==> config.mk <==
export PLATFORM = sky130hd
export DESIGN_NAME = prio_intc
export DESIGN_NICKNAME = d
export VERILOG_FILES = /design/src/rtl/prio_intc.sv
export SDC_FILE = /design/constraint.sdc
export NUM_CORES = 1
export LEC_CHECK = 0
export ABC_AREA = 1
export ABC_CLOCK_PERIOD_IN_PS = 3400
export BUFFER_PORTS_ARGS = -buffer_cell sky130_fd_sc_hd__buf_2
export CORE_UTILIZATION = 55
export DETAILED_ROUTE_END_ITERATION = 6
export PLACE_DENSITY = 0.73
export SKIP_CTS_REPAIR_TIMING = 1
export SYNTH_ARGS = -nofsm -noshare
export SYNTH_HDL_FRONTEND = slang
export SYNTH_SLANG_ARGS = --single-unit
export TNS_END_PERCENT = 20
==> constraint.sdc <==
create_clock -name clk -period 3.4 [get_ports clk]
set_input_delay 0.34 -clock clk [delete_from_list [all_inputs] [get_ports clk]]
set_output_delay 0.34 -clock clk [all_outputs]
set_load 0.02 [all_outputs]
==> src/rtl/prio_intc.sv <==
module prio_intc #(
  parameter int N_SRC   = 8,
  parameter int LVL_W   = 3,
  parameter int STACK_D = 8,
  parameter logic [N_SRC*LVL_W-1:0] SRC_LVL =
    {3'd7, 3'd3, 3'd0, 3'd7, 3'd1, 3'd5, 3'd5, 3'd2}
) (
  input  logic                       clk,
  input  logic                       rst_n,
  input  logic [N_SRC-1:0]           dev_req,
  input  logic                       boundary,
  input  logic                       vec_req,
  input  logic                       reti,
  input  logic                       cfg_wr,
  input  logic                       cfg_en,
  input  logic [LVL_W:0]             cfg_mask,
  output logic                       irq,
  output logic                       vec_valid,
  output logic [$clog2(N_SRC)-1:0]   vec_num,
  output logic [LVL_W:0]             mask,
  output logic                       intr_en,
  output logic                       ovf,
  output logic                       unf
);
  localparam int MW  = LVL_W + 1;
  localparam int IW  = $clog2(N_SRC);
  localparam int SPW = $clog2(STACK_D + 1);
  localparam int SIW = (STACK_D > 1) ? $clog2(STACK_D) : 1;

  function automatic logic [LVL_W-1:0] lvl_of(input logic [IW-1:0] id);
    return SRC_LVL[id*LVL_W +: LVL_W];
  endfunction

  logic [N_SRC-1:0] pend, elig;
  logic             claimed;
  logic [IW-1:0]    held, win_id;
  logic [SPW-1:0]   sp;
  logic [MW-1:0]    stk [STACK_D];
  logic [SIW-1:0]   wr_i, rd_i;
  logic             acc;

  for (genvar i = 0; i < N_SRC; i++) begin : g_elig
    assign elig[i] = pend[i] && ({1'b0, SRC_LVL[i*LVL_W +: LVL_W]} >= mask);
  end

  always_comb begin
    logic             found;
    logic [LVL_W-1:0] best;
    found  = 1'b0;
    best   = '0;
    win_id = '0;
    for (int i = 0; i < N_SRC; i++) begin
      if (elig[i] && (!found || lvl_of(IW'(i)) > best)) begin
        found  = 1'b1;
        best   = lvl_of(IW'(i));
        win_id = IW'(i);
      end
    end
  end

  assign irq  = intr_en && (|elig);
  assign acc  = vec_req && claimed;
  assign wr_i = SIW'(sp);
  assign rd_i = SIW'(sp - 1'b1);

  always_ff @(posedge clk) begin
    if (!rst_n) begin
      pend      <= '0;
      claimed   <= 1'b0;
      held      <= '0;
      vec_valid <= 1'b0;
      vec_num   <= '0;
      mask      <= '0;
      intr_en   <= 1'b0;
      sp        <= '0;
      ovf       <= 1'b0;
      unf       <= 1'b0;
    end else begin
      pend      <= (pend & ~(acc ? (N_SRC'(1) << held) : '0)) | dev_req;
      vec_valid <= acc;
      if (acc) begin
        vec_num <= held;
        claimed <= 1'b0;
      end else if (boundary && irq && !claimed) begin
        claimed <= 1'b1;
        held    <= win_id;
      end
      if (acc) begin
        mask <= MW'({1'b0, lvl_of(held)}) + 1'b1;
        if (sp == SPW'(STACK_D)) ovf <= 1'b1;
        else begin
          stk[wr_i] <= mask;
          sp        <= sp + 1'b1;
        end
      end else if (reti) begin
        if (sp == '0) unf <= 1'b1;
        else begin
          mask <= stk[rd_i];
          sp   <= sp - 1'b1;
        end
      end else if (cfg_wr) begin
        mask    <= cfg_mask;
        intr_en <= cfg_en;
      end
    end
  end

  assert_vec_above_mask_R5: assert property (@(posedge clk) disable iff (!rst_n)
    vec_valid |-> ({1'b0, lvl_of(vec_num)} < mask));
  assert_vec_pulse_R5: assert property (@(posedge clk) disable iff (!rst_n)
    vec_valid |=> !vec_valid);
  assert_ack_clear_R6: assert property (@(posedge clk) disable iff (!rst_n)
    acc |=> (pend[$past(held)] == $past(dev_req[held])));
  assert_empty_reti_R8: assert property (@(posedge clk) disable iff (!rst_n)
    (reti && !acc && sp == '0) |=> (mask == $past(mask)));
  assert_unf_sticky_R8: assert property (@(posedge clk) disable iff (!rst_n)
    unf |=> unf);
  assert_ovf_sticky_R9: assert property (@(posedge clk) disable iff (!rst_n)
    ovf |=> ovf);
  assert_sp_bound_R9: assert property (@(posedge clk) disable iff (!rst_n)
    sp <= SPW'(STACK_D));
endmodule

After elaboration in Yosys (flattened, before gate mapping) --
Memories as Yosys holds them, arrays and structs flattened. Cells that the tools add are included.
Word-level totals: flip-flop bits (word level) 27, memory bits (writable) 32, input port bits 19, word-level logic and storage cells 119, memories kept 1
Memory list:
- stk | words 8, width 4, read ports 1, clocked after Yosys merged registers in 0, wr ports 1, line 38 | logic [MW-1:0] stk [STACK_D];
Operators by class: $add $sub $neg 3, multipliers 1, order comparisons 13, equal/unequal tests 4, shifts and indexed selects 2, mux-type cells 34, bitwise logic cells 6, reductions and logical operators 45
Operators with widths (number):
- two-way mux 3 bit | 12
- two-way mux 4 bit | 8
- indexed part select 24 x 6 -> 3 bit (first input constant) | 1
- logical AND 1 bit | 19
- greater-than comparator 3 bit (first input constant) | 4
- two-way mux 1 bit | 12
- AND reduction 3 bit | 3
- bitwise AND 8 bit | 1
- greater-or-equal comparator 1 x 4 -> 1 bit (first input constant) | 2
- greater-or-equal comparator 2 x 4 -> 1 bit (first input constant) | 2
- greater-or-equal comparator 3 x 4 -> 1 bit (first input constant) | 2
- zero test 1 bit | 8
- two-way mux 8 bit | 1
- inverter 8 bit | 1
- OR 8 bit | 1
- OR reduction 8 bit | 1
- << shifter 1 x 3 -> 8 bit (first input constant) | 1
- logical OR 1 bit | 7
- greater-than comparator 1 x 3 -> 1 bit (first input constant) | 2
- AND reduction 2 bit | 3
- multiplier 3 x 2 -> 5 bit (second input constant) | 1
- adder 3 x 1 -> 4 bit (second input constant) | 1
- adder 4 x 1 -> 4 bit (second input constant) | 1
- == test 4 bit (second input constant) | 1
- 10 further kinds | 13

Longest topological paths before layout --
depth in word-level cells 31, depth in mapped cells 11, depth with buffers taken out 10

Worst setup path before layout --
Ideal clock, no wire load.
path kind flip-flop to flip-flop, from register sp[0], to memory stk[1][0] (netlist bit), enable pin, arrival time 1.617 ns, data required time 3.039 ns, path slack 1.421 ns, stages on the path, launching flop included 8, buffers on the path 2, cells stage by stage dfxtp_1 buf_2 inv_2 buf_2 ha_1 a31oi_1 nand2_1 nor3_1
On the way: word-level cells in the longest chain between the ends 5
Ends and longest elaborated chain:
- start, declared | line 37 | logic [SPW-1:0] sp;
- start signal, assigned | line 93 | sp <= sp + 1'b1;
- start signal, assigned | line 99 | sp <= sp - 1'b1;
- == test 4 bit | line 90 | if (sp == SPW'(STACK_D)) ovf <= 1'b1;
- two-way mux 1 bit | line 90
- two-way mux 1 bit | line 88 | if (acc) begin
- two-way mux 1 bit | line 67 | if (!rst_n) begin
- two-way mux 1 bit (implied by the code) | line 92 | stk[wr_i] <= mask;
- end, declared | line 38
Parallel ways exist; a longest one is shown, timed or not.

Worst setup path in the final report --
Same ends and word-level chain as after synthesis.

==> impl_metrics.tcl <==
set metrics [dict create \
    portBuffers 30 \
    critPathRequiredTime_ns 3.38 \
    synth_nets 336 \
    synth_top_family_by_area "simple AND/OR/NAND/NOR gates" \
    cts_sinks 59 \
    setup_viol 0 \
    power_mw 2.52 \
    clkTransAtPathRegs_ns 0.07 \
    gp_congestion 0.851 \
    row_count 25 \
    vdd_drop_max_v 0.000457 \
    syn_area_um2 2870 \
    h-tree-depth 3 \
    ios 31 \
    hold_ws_ns 0.205 \
    grt_pass1_vias 2036 \
    drc 0 \
    fin_crit_sh_pct 65.4 \
    synthDistinctLibCells 41 \
    p_leak_nw 1.35 \
    path_cells "buf_4, inv_2, ha_1, a31oi_1, nand2_1, nor3_1" \
    worstHoldPathType "input port to flip-flop" \
    max_freq_ghz 0.450 \
    synth_xor_area_share_pct 1.79 \
    cp-endpoint "stk[1][0]" \
    synth-compound-area-share_pct 16.0 \
    die_x_um 74.2 \
    cts_tree "done" \
    synthAdderAreaFrac_pct 3.93 \
    drv_cap 0 \
    synth_mux_area_share_pct 0 \
    ctsRootBufferMaster "clkbuf_8" \
    cts_buffers 9 \
    ys_ff_latch 59 \
    rsz0062_at_grt "no" \
    wl_um 6270 \
    setup_tns_ns 0 \
    drtIter0Drc 155 \
    die_height_um 74.2 \
    die-area_um2 5500 \
    crit_path_start_kind "flip-flop" \
    power_density_nw_per_um2 773 \
    grt_pass1_wl_um 9990 \
    grt_start_max_net_pins 22 \
    r2r_start "sp[0]" \
    syn_area_per_cell_um2 9.31 \
    end_kind "flip-flop" \
    grt_overflow 0 \
    dr.pass1.iters 5 \
    core_um2 4880 \
    syn_inst 308 \
    initial_utilization_pct 58.7 \
    r2r_setup_slack_ns 1.18 \
    status "complete, no violations" \
    fin_skew_ns 0.00872 \
    arrival_ns 2.21 \
    ys_seq_area_share_pct 52.4 \
    final_common_cell "nor2_1" \
    drive_above_1_share_pct 21.2 \
    vias 2250 \
    cp_slowest_stage_delay_ns 0.43 \
    antenna_cells 0 \
    final_cell_mix "nor2_1 (49), edfxtp_1 (32), nand2_1 (30), buf_2 (30), inv_1 (29)" \
    final_hold_viol_count 0 \
    whs_path_depth 3 \
    synthSimpleGateAreaFrac_pct 18.8 \
    cp_max_fo 21 \
    fin_crit_ns 2.22 \
    grt_usage_pct 25.4 \
    antenna_found_initial 0 \
    vias_per_cell 5.46 \
    reg2reg_to "stk[1][0]" \
    tightest_slew_ns 0.531 \
    hpwlAfterDp_um 4460 \
    clkLatencyLatePin_ns 0.34 \
    slowest_stage "nor3_1" \
    rr_worst_depth 6 \
    area_delta_synth_final_pct 13.6 \
    nNetsFinal 368 \
    ys_warn_count 0 \
    clock_path_buffers 2 \
    drv_slew 0 \
    routedWlPerCell_um 15.2 \
    antenna_left 0 \
    path_class "flip-flop to flip-flop" \
    relSlewSlack_pct 64.6 \
    crit_start "sp[0]" \
]
-- Yosys cell counts (all sizes together) --
cell type	n	area, um^2
o31ai	4	30.0
o21a	1	15.0
inv	35	134
a22o	1	8.76
nand4	5	37.5
nand3b	1	7.51
a21oi	18	101
or2	1	8.76
o21ai	35	183
nand2	32	130
edfxtp	32	961
o211ai	9	67.6
nor2	53	228
buf	9	46.3
dfxtp	27	541
a32oi	1	8.76
nand3	17	100
ha	9	113
clkinv	1	16.3
nor3	3	26.3
clkbuf	2	7.51
a31oi	6	37.5
xnor2	2	25.0
a21boi	1	7.51
xor2	3	26.3
-- area by class of cell --
class                           instances  area, um^2
Timing Repair Buffer                   32         165
Multi-Input combinational cell        202        1160
Clock inverter                          6        66.3
Inverter                               36         150
Clock buffer                           10         128
Tap cell                               67        83.8
Sequential cell                        59        1500
Fill cell                             422        1620
-- worst min-delay path by stage --
stage                     from      end  slack, ns
global placement           unf      unf       0.44
finish              dev_req[4]  pend[4]       0.21
global route        dev_req[7]  pend[7]       0.23
detailed placement         unf      unf       0.44
CTS                 dev_req[4]  pend[4]       0.20
floorplan              pend[5]  pend[5]       0.44
-- kinds of logic after synthesis --
kind of cell,count (synthesis)
DFF,59
and+or+nand+nor,112
xor gates and xnor gates,5
AOI/OAI and AO/OA,76
adders and majority gates,9
buffers and inverters,47
-- metal layers --
metal | vias to the layer above | GRT usage, % | routed length [um]
met5 | - | 0 | 0
met3 | 11 | 4.88 | 483
met2 | 103 | 35.9 | 2670
met4 | 0 | 10.9 | 123
li1 | 1123 | - | -
met1 | 1013 | 37.9 | 3000
-- where the power goes --
group / switching, mW / total [mW] / internal, mW
combinational: 0.581 / 0.904 / 0.322
clock: 0.297 / 0.637 / 0.339
sequential: 0.118 / 0.975 / 0.857
-- worst max-delay path: cells and delay by family, from the launching register on --
family	cells	cell delay [ns]
simple gates	2	0.57
buf+inv	2	0.40
flops	1	0.31
fa+ha+maj	1	0.31
compound gates	1	0.26
-- through the flow --
stage,area [um^2],std cells,worst slack (ns),util (%)
final,3260,412,1.18,66.7
after global routing,3260,412,0.997,66.7
after CTS,3260,412,1.19,66.7
after detailed placement,3060,396,1.21,62.7
after global placement,3060,396,1.28,62.7
after floorplan,2870,308,1.42,-
-- sequential cells by signal, indices dropped and copies added (netlist names) --
signal / flops
mask: 4
stk: 32
unf: 1
held: 3
vec_num: 3
intr_en: 1
claimed: 1
ovf: 1
pend: 8
sp: 4
vec_valid: 1
(Power assumes the default switching activity.)
